$ cat config.mk
export PLATFORM = sky130hd
export DESIGN_NAME = serial_negator
export DESIGN_NICKNAME = d
export VERILOG_FILES = /design/src/rtl/sneg_pkg.sv /design/src/rtl/sneg_capture.sv /design/src/rtl/sneg_xform.sv /design/src/rtl/sneg_emit.sv /design/src/rtl/serial_negator.sv
export SDC_FILE = /design/constraint.sdc
export NUM_CORES = 1
export LEC_CHECK = 0
export BUFFER_PORTS_ARGS = -buffer_cell sky130_fd_sc_hd__buf_2
export CAP_MARGIN = 20
export CORE_ASPECT_RATIO = 1.75
export CORE_UTILIZATION = 60
export CTS_CLUSTER_DIAMETER = 50
export DETAILED_ROUTE_END_ITERATION = 16
export PLACE_DENSITY = 0.79
export SLEW_MARGIN = 40
export SYNTH_ARGS = -nofsm -noshare
export SYNTH_HDL_FRONTEND = slang
export SYNTH_SLANG_ARGS = --single-unit
$ cat constraint.sdc
create_clock -name bck -period 6 [get_ports bck]
set_clock_uncertainty 0.2 [all_clocks]
set_input_delay 0 -clock bck [delete_from_list [all_inputs] [get_ports bck]]
set_output_delay 0 -clock bck [all_outputs]
set_load 0.03 [all_outputs]
$ cat src/rtl/sneg_pkg.sv
package sneg_pkg;

  // Transform applied to each captured word before it is replayed.
  typedef enum logic {
    XF_INVERT = 1'b0,
    XF_NEGATE = 1'b1
  } xf_mode_e;

endpackage

$ cat src/rtl/sneg_capture.sv
// Finds word boundaries from word select (one-bit delayed framing),
// tracks the bit position inside the word and collects the word MSB first.
module sneg_capture #(
  parameter int WORD = 16
) (
  input  logic                          bck,
  input  logic                          rst_n,
  input  logic                          ws_in,
  input  logic                          sd_in,
  output logic                          bit_act,
  output logic [$clog2(WORD+1)-1:0]     bit_idx,
  output logic                          bit_ch,
  output logic                          word_vld,
  output logic [WORD-1:0]               word
);

  localparam int CW = $clog2(WORD + 1);

  logic          ws_p1_q, ws_p2_q;
  logic [CW-1:0] cnt_q, cnt_d;
  logic          ch_q;
  logic [WORD-1:0] sh_q;
  logic          start;

  always_comb begin
    start    = ws_p1_q ^ ws_p2_q;
    bit_idx  = start ? '0 : cnt_q;
    bit_act  = start || (cnt_q < CW'(WORD));
    bit_ch   = start ? ws_p1_q : ch_q;
    word     = {sh_q[WORD-2:0], sd_in};
    word_vld = bit_act && (bit_idx == CW'(WORD - 1));
    cnt_d    = bit_idx + CW'(1);
  end

  always_ff @(posedge bck or negedge rst_n) begin
    if (!rst_n) begin
      ws_p1_q <= 1'b0;
      ws_p2_q <= 1'b0;
      cnt_q   <= CW'(WORD);
      ch_q    <= 1'b0;
      sh_q    <= '0;
    end else begin
      ws_p1_q <= ws_in;
      ws_p2_q <= ws_p1_q;
      ch_q    <= bit_ch;
      if (bit_act) begin
        cnt_q <= cnt_d;
        sh_q  <= word;
      end
    end
  end

endmodule

$ cat src/rtl/sneg_xform.sv
// Word transform: bitwise complement or saturating two's-complement negation.
module sneg_xform
  import sneg_pkg::*;
#(
  parameter int WORD = 16
) (
  input  xf_mode_e        mode,
  input  logic [WORD-1:0] word,
  output logic [WORD-1:0] res
);

  localparam logic [WORD-1:0] MIN_CODE = {1'b1, {(WORD-1){1'b0}}};
  localparam logic [WORD-1:0] MAX_CODE = ~MIN_CODE;
  localparam logic [WORD-1:0] ONE      = {{(WORD-1){1'b0}}, 1'b1};

  always_comb begin
    if (mode == XF_INVERT) begin
      res = ~word;
    end else if (word == MIN_CODE) begin
      res = MAX_CODE;
    end else begin
      res = ~word + ONE;
    end
  end

endmodule

$ cat src/rtl/sneg_emit.sv
// Per-channel word store, bit replay, one-frame delay of the true line and
// the falling-edge launch stage shared by all three outputs.
module sneg_emit #(
  parameter int WORD = 16,
  parameter int SLOT = 16
) (
  input  logic                      bck,
  input  logic                      rst_n,
  input  logic                      ws_in,
  input  logic                      sd_in,
  input  logic                      bit_act,
  input  logic [$clog2(WORD+1)-1:0] bit_idx,
  input  logic                      bit_ch,
  input  logic                      word_vld,
  input  logic [WORD-1:0]           xf_word,
  output logic                      ws_out,
  output logic                      sd_true_out,
  output logic                      sd_neg_out
);

  localparam int DL = 2 * SLOT;
  localparam int IW = $clog2(WORD);
  localparam int NCH = 2;

  logic [WORD-1:0] hold_w [NCH];
  logic [DL-1:0]   dl_q;
  logic [IW-1:0]   rev;
  logic [WORD-1:0] sel_word;
  logic            neg_bit;
  logic            ws_r_q, true_r_q, neg_r_q;

  for (genvar c = 0; c < NCH; c++) begin : g_ch
    logic [WORD-1:0] h_q;
    logic            h_en;
    assign h_en = word_vld && (bit_ch == 1'(c));
    always_ff @(posedge bck or negedge rst_n) begin
      if (!rst_n) begin
        h_q <= '0;
      end else if (h_en) begin
        h_q <= xf_word;
      end
    end
    assign hold_w[c] = h_q;
  end

  always_comb begin
    sel_word = hold_w[bit_ch];
    rev      = IW'(WORD - 1) - IW'(bit_idx);
    neg_bit  = bit_act ? sel_word[rev] : 1'b0;
  end

  always_ff @(posedge bck or negedge rst_n) begin
    if (!rst_n) begin
      dl_q     <= '0;
      ws_r_q   <= 1'b0;
      true_r_q <= 1'b0;
      neg_r_q  <= 1'b0;
    end else begin
      dl_q     <= {dl_q[DL-2:0], sd_in};
      ws_r_q   <= ws_in;
      true_r_q <= dl_q[DL-1];
      neg_r_q  <= neg_bit;
    end
  end

  always_ff @(negedge bck or negedge rst_n) begin
    if (!rst_n) begin
      ws_out      <= 1'b0;
      sd_true_out <= 1'b0;
      sd_neg_out  <= 1'b0;
    end else begin
      ws_out      <= ws_r_q;
      sd_true_out <= true_r_q;
      sd_neg_out  <= neg_r_q;
    end
  end

endmodule

$ cat src/rtl/serial_negator.sv
module serial_negator
  import sneg_pkg::*;
#(
  parameter int WORD = 16,
  parameter int SLOT = 16
) (
  input  logic bck,
  input  logic rst_n,
  input  logic ws_in,
  input  logic sd_in,
  input  logic mode_neg,
  output logic ws_out,
  output logic sd_true_out,
  output logic sd_neg_out
);

  localparam int CW = $clog2(WORD + 1);

  logic            w_bit_act;
  logic [CW-1:0]   w_bit_idx;
  logic            w_bit_ch;
  logic            w_word_vld;
  logic [WORD-1:0] w_word;
  logic [WORD-1:0] w_xf;
  xf_mode_e        w_mode;

  assign w_mode = xf_mode_e'(mode_neg);

  sneg_capture #(.WORD(WORD)) u_cap (
    .bck      (bck),
    .rst_n    (rst_n),
    .ws_in    (ws_in),
    .sd_in    (sd_in),
    .bit_act  (w_bit_act),
    .bit_idx  (w_bit_idx),
    .bit_ch   (w_bit_ch),
    .word_vld (w_word_vld),
    .word     (w_word)
  );

  sneg_xform #(.WORD(WORD)) u_xf (
    .mode (w_mode),
    .word (w_word),
    .res  (w_xf)
  );

  sneg_emit #(.WORD(WORD), .SLOT(SLOT)) u_emit (
    .bck         (bck),
    .rst_n       (rst_n),
    .ws_in       (ws_in),
    .sd_in       (sd_in),
    .bit_act     (w_bit_act),
    .bit_idx     (w_bit_idx),
    .bit_ch      (w_bit_ch),
    .word_vld    (w_word_vld),
    .xf_word     (w_xf),
    .ws_out      (ws_out),
    .sd_true_out (sd_true_out),
    .sd_neg_out  (sd_neg_out)
  );

endmodule

* Word level (Yosys, flattened, before mapping)
Cells that the tools add are included.
Cells by class: $add $sub $neg 3, order comparisons 3, equal/unequal tests 2, mux-type cells 10, bitwise logic cells 4, reductions and logical operators 4
Operator list (count):
- 16-bit 2-to-1 mux | 5
- 16-bit by 1-bit adder with 16-bit output, second input constant | 1
- 16-bit == test, second input constant | 1
- 16-bit inverter | 1
- 5-bit by 1-bit adder with 5-bit output, second input constant | 1
- 5-bit by 4-bit == test with 1-bit output, second input constant | 1
- 4-bit by 5-bit < comparator with 1-bit output, second input constant | 1
- 5-bit < comparator, second input constant | 1
- 5-bit 2-to-1 mux | 1
- 1-bit binary-select mux with 4-bit select | 1
- 4-bit subtractor, first input constant | 1
- 1-bit logical AND | 3
- 1-bit 2-to-1 mux | 3
- 2-bit >= comparator, second input constant | 1
- 1-bit inverter with 2-bit output | 1
- 1-bit logical OR | 1
- 1-bit inverter | 1
- 1-bit XOR | 1
Word-level totals: flip-flop bits (word level) 92, input bits 5, output and inout bits 3

* Logic depth before layout (Yosys ltp)
Gate-level depths: netlist of run 1.
depth after elaboration 9, gate-level depth with buffers 12, mapped depth without buffers 10

* Hierarchy
A second synthesis of run 1 with hierarchy kept.
Second synthesis, totals: cells, all modules 262, area, all modules 3849.9 um^2
By module, submodules not included:
- sneg_emit | instances 1, cells an instance 130, area an instance 2433.6 um^2, sequential area each 1751.7 um^2
- sneg_capture | instances 1, cells an instance 64, area an instance 978.4 um^2, sequential area each 576.8 um^2
- sneg_xform | instances 1, cells an instance 68, area an instance 437.9 um^2, sequential area each 0.0 um^2

==> run summary, run 1 <==
Outcome -> finished, final reports clean
Fin util -> 67.83%
Primary FF master, synth -> dfrtp_1
Wirelength per Cell -> 15.84 um
Slowest stage cell, crit path -> dfrtn_1
Commonest cells in the netlist -> dfrtp_1, nand2_1, o21ai_0
Initial DRC count -> 142
Post-synthesis register bit count -> 92
CTS tree -> done
FP Rows -> 38
N_diodes -> 0
Port Buffer Count -> 7
Mapped Cells -> 320
YS warnings -> 0
Reg2reg setup slack -> 2.12 ns
Synth area leaders -> dfrtp_1, mux2_2, nand2_1
Average vias per placed instance -> 5.647
Worst hold path startpoint -> ws_in
Asr flop ratio synth -> 100.0%
GRT Total Usage -> 22.85%
DIE HEIGHT -> 107.3 um
Detailed Route WL -> 6591 um
Post-CTS Hold Buffers -> 6
WP data arrival -> 3.92 ns
Fill cells -> 452
Slew Viols, Final -> 0
Post-CTS Resized -> 0
Final hold violation count -> 0
Netlist cell types -> 56
Core outline area -> 6133 um2
Yosys top cell by area -> dfrtp_1
Initial antenna violation count -> 0
Max-slew headroom -> 50.32%
Horiz. Die Dim -> 62.17 um
Fin nets -> 339
HPWL Detailed -> 4516 um
Worst-path clk slew -> 0.09 ns
Cts bufs inserted -> 9
Post-place setup slack -> 2.161 ns
Clk buf depth -> 2
Via count -> 2349
Share of layout cells above drive strength 1 -> 19.05%
Crit path buf inv count -> 1
Worst path max stage delay -> 0.39 ns
Type of origin of the critical path -> flop
Power per Cell Area -> 298.8 nW/um2
CTS Sinks -> 92
Peak supply drop -> 0.0001730 V
Leakage -> 1.841 nW
Synthesized area per cell -> 11.88 um2
Hold path depth -> 2
Synth top area share -> 57.93%
H-tree Lvls -> 3
Count leader, synth -> dfrtp_1
Fin cells -> 416
Total power -> 0.001243 W
Worst-case reg-to-reg path depth -> 0
DRC viols -> 0
Type of the worst setup path -> flop to output port
Min-Delay Path Class -> input port to flop
GPL Wtd Cong -> 0.8463
Reg-to-Reg End -> u_emit.ws_out
Starting Density -> 61.97%
Vias in the first global route -> 2395
Crit-path cells -> buf_2
Crit-path max FO -> 1
Syn Std Cell Area -> 3801 um2
Worst R2R Start -> u_emit.ws_r_q
Unrepaired setup endpoints after global routing -> false
WP data required -> 5.80 ns
Ports -> 8
Fin Setup TNS -> 0 ns
Worst Tran Pin Value -> 0.7435 ns
EDFF count, synth -> 0
PnR worst setup slack -> 1.884 ns
Endpoint, Worst Hold -> u_emit.ws_r_q
Syn nets -> 328
Synth-to-layout area growth -> 9.447%
Antenna-violating nets left -> 0
First-pass GRT wire length -> 11220 um
Max-Cap Viols -> 0
CP delay by family, top -> flip-flops
Worst-Skew Late Latency -> 0.37 ns
DRT Pass-1 Iters -> 4
Setup Viol. Count Final -> 0
Clock root buffer -> clkbuf_8
Cells after DPL -> 394
Largest net degree at the start of global routing -> 43
Total setup buffers inserted after CTS -> 0
Die Area -> 6670 um2
Critical path endpoint category -> output port
Grt ovf -> 0
Seq/Total Area, Yosys -> 60.60%
[metal layers]
| layer | global-route usage, % | up-vias | routed length (um) |
|---|---|---|---|
| li1 | - | 1137 | - |
| met1 | 24.67 | 1154 | 2654 |
| met2 | 39.87 | 39 | 3540 |
| met3 | 4.767 | 19 | 167 |
| met4 | 15.61 | 0 | 228 |
| met5 | 0 | - | 0 |
[kinds of logic after synthesis]
family / synth area share (%)
flops: 60.60
fa+ha+maj: 1.251
compound gates: 10.24
simple gates: 13.82
buf+inv: 2.239
mux: 9.315
xor+xnor: 2.534
[how the worst max path moves through the flow]
stage	startpoint	end	cells after the start
after CTS	u_emit.ws_out	ws_out	1
after floorplan	u_emit.ws_r_q	u_emit.ws_out	0
after detailed placement	u_emit.ws_r_q	u_emit.ws_out	0
after global placement	u_emit.ws_r_q	u_emit.ws_out	0
final	u_emit.ws_out	ws_out	1
after global routing	rst_n	u_emit.sd_neg_out	3
[state kept, by name, summed over array words and instances, names as in the netlist, 5 cells and up]
register and cells:
u_cap.cnt_q 5, u_emit.dl_q 32, u_cap.sh_q 15, u_emit.g_ch.h_q 32
[stage by stage]
stage | hold slack [ns] | instance area [um2]
after CTS | 0.06604 | 4163
after floorplan | -0.4956 | 3801
final | 0.08044 | 4160
after global placement | -0.1547 | 3887
after global routing | 0.07622 | 4160
after detailed placement | -0.1375 | 3890
[power by group]
part | switching (W) | internal [W] | total, W
clock | 0.000232 | 0.000204 | 0.000436
sequential | 0.0000401 | 0.000656 | 0.000696
combinational | 0.0000612 | 0.0000499 | 0.000111
total | 0.000333 | 0.000910 | 0.00124
[cell usage in the layout (no fill, tap or decap), types with 3 or more instances in the layout]
master         count
dfrtp_1           88
nand2b_1           3
mux2_2            21
o21ai_0           29
mux2i_1            8
nand3b_1           3
dlygate4sd3_1      5
a2bb2oi_1          3
o2111ai_1          3
nand2_1           39
inv_8              3
dfrtn_1            3
o21ai_1            3
inv_1              7
nand3_1            5
ha_1               3
nor2b_1            3
clkbuf_8           9
xor2_1             4
nor3_1             3
a21oi_1           10
xnor2_1            7
nor2_1            20
buf_2              7
[layout make-up]
type                    instances  area, um2  area share [%]
clock buffers                   9      123.9           2.977
clock inverters                 7      88.84           2.135
inverters                       7      26.28          0.6316
multi-input cells             207       1418           34.08
flip-flops and latches         92       2303           55.37
well taps                      80      100.1           2.406
repair buffers                 14      100.1           2.406
No activity file was read; power rests on OpenSTA's default activity.
==> run 2: changes to the inputs <==
Settings changed: CORE_UTILIZATION 60 to 55, PLACE_DENSITY 0.79 to 0.76.
Clock period 6 ns to 3.3 ns, I/O delays scaled along.
==> run summary, run 2 (synthesized netlist as in run 1, its figures left out) <==
Slew Viols, Final -> 0 (unchanged)
Fin nets -> 343 (+1.2%)
Biggest regs -> u_emit.dl_q (32), u_emit.g_ch.h_q (32), u_cap.sh_q (15)
Cells after DPL -> 401 (+1.8%)
Starting Density -> 57.70% (-4.3 points)
N_diodes -> 0 (unchanged)
Fin cells -> 422 (+1.4%)
Type of the worst setup path -> flop to output port
Leakage -> 1.883 nW (+2.3%)
Fin Setup TNS -> 0 ns (unchanged)
Clock root buffer -> clkbuf_16
Crit-path max FO -> 1 (unchanged)
Antenna-violating nets left -> 0 (unchanged)
Grt ovf -> 0 (unchanged)
Total setup buffers inserted after CTS -> 0 (unchanged)
Detailed Route WL -> 6917 um (+4.9%)
Crit path buf inv count -> 1 (unchanged)
Final hold violation count -> 0 (unchanged)
CP delay by family, top -> flip-flops
Initial DRC count -> 124 (-13%)
Unrepaired setup endpoints after global routing -> false
Sw frac -> 24.41% (-2.4 points)
Clock network power share -> 39.4% (+4.3 points)
WP data required -> 3.10 ns (-2.70 ns)
Worst Tran Pin Value -> 0.7255 ns (-0.01796 ns)
Combinational share of power -> 8.5% (-0.4 points)
Critical path endpoint category -> output port
Fin util -> 64.75% (-3.1 points)
Clk buf depth -> 2 (unchanged)
Leading cell types in the layout, fill and taps excluded -> dfrtp_1, nand2_1, o21ai_0
Average vias per placed instance -> 5.699 (+0.93%)
GRT Total Usage -> 21.76% (-1.1 points)
Vias in the first global route -> 2468 (+3.0%)
Largest net degree at the start of global routing -> 42 (-2.3%)
CTS tree -> done
HPWL Detailed -> 4836 um (+7.1%)
Slowest stage cell, crit path -> dfrtn_1
DRT Pass-1 Iters -> 5 (+1)
Worst path max stage delay -> 0.38 ns (about the same)
WP data arrival -> 2.56 ns (-1.36 ns)
DIE HEIGHT -> 112.0 um (+4.4%)
Setup Viol. Count Final -> 0 (unchanged)
Worst-path clk slew -> 0.06 ns (-0.03 ns)
Outcome -> finished, final reports clean
DRC viols -> 0 (unchanged)
Initial antenna violation count -> 0 (unchanged)
Commonest non-fill, non-tap cell in the layout -> dfrtp_1
Worst-Skew Late Latency -> 0.34 ns (-0.03 ns)
Max-slew headroom -> 50.97% (+0.66 points)
Wirelength per Cell -> 16.39 um (+3.5%)
Core outline area -> 6588 um2 (+7.4%)
First-pass GRT wire length -> 11560 um (+3.1%)
Type of origin of the critical path -> flop
Share of layout cells above drive strength 1 -> 19.12% (+0.070 points)
H-tree Lvls -> 3 (unchanged)
Max-Cap Viols -> 0 (unchanged)
Peak supply drop -> 0.0003794 V (+120%)
Crit-path cells -> buf_2
FP Rows -> 39 (+2.6%)
GPL Wtd Cong -> 0.9382 (+11%)
Power per Cell Area -> 571.1 nW/um2 (+91%)
Die Area -> 7260 um2 (+8.9%)
Horiz. Die Dim -> 64.84 um (+4.3%)
Ports -> 8 (unchanged)
P_int -> 0.001842 W (+100%)
Synth-to-layout area growth -> 12.21%
Port Buffer Count -> 7 (unchanged)
Total power -> 0.002436 W (+96%)
Cts bufs inserted -> 9 (unchanged)
CTS Sinks -> 92 (unchanged)
Switching pwr -> 0.0005946 W (+78%)
Final Hold Slack -> 0.01706 ns (-0.06339 ns)
Via count -> 2405 (+2.4%)
Sequential share of power -> 52.1% (-3.9 points)
Min-Delay Path Class -> input port to flop
## run 2: power by group through the flow
stage	combinational, W	sequential (W)	clock, W
finish	0.000208	0.00127	0.000960
global route	0.000232	0.00128	0.00103
global placement	0.000197	0.00128	0
floorplan	0.000151	0.00126	0
detailed placement	0.000204	0.00129	0
CTS	0.000210	0.00127	0.000986
## run 2: cell type report
type                            count  area (um2)
Fill cell                         513        2322
Sequential cell                    92        2303
Multi-Input combinational cell    207        1413
Clock buffer                       12       256.5
Timing Repair Buffer               18       132.6
Tap cell                           82       102.6
Clock inverter                      4       31.28
Inverter                            7       26.28
## run 2: path summary, 6_finish.rpt
kind / slack (ns) / from / endpoint / cells past startpoint
max: 0.54 / u_emit.sd_true_out / sd_true_out / 1
min: 0.02 / mode_neg / u_emit.g_ch[1].h_q[2] / 5
max reg2reg: 0.77 / u_emit.ws_r_q / u_emit.g_ch[0].h_q[8] / 11
min reg2reg: 0.15 / u_emit.dl_q[13] / u_emit.dl_q[14] / 0
max in group asynchronous: 0.87 / rst_n / u_emit.ws_out / 3
min in group asynchronous: 0.52 / rst_n / u_cap.cnt_q[4] / 3
## run 2: metrics by stage
stage,setup WS (ns),instance area (um2)
final,0.5389,4265
after global routing,0.5061,4265
after CTS,0.5248,4265
after detailed placement,0.7902,3928
after global placement,0.8496,3928
after floorplan,0.7778,3801
## run 2: metal layers
metal  up-vias  share of wire (%)  track usage, %
met5         -                  0               0
met4         0                2.9           11.41
met3        16                3.0           6.250
met2        58                 55           36.88
met1      1179                 40           24.09
li1       1152                  -               -
## run 2: repair_timing
| action | 4_1_cts | 5_1_grt |
|---|---|---|
| hold buffers | 5 | 0 |
| hold endpoints to repair | 92 | 0 |
| resized for setup | 0 | 0 |
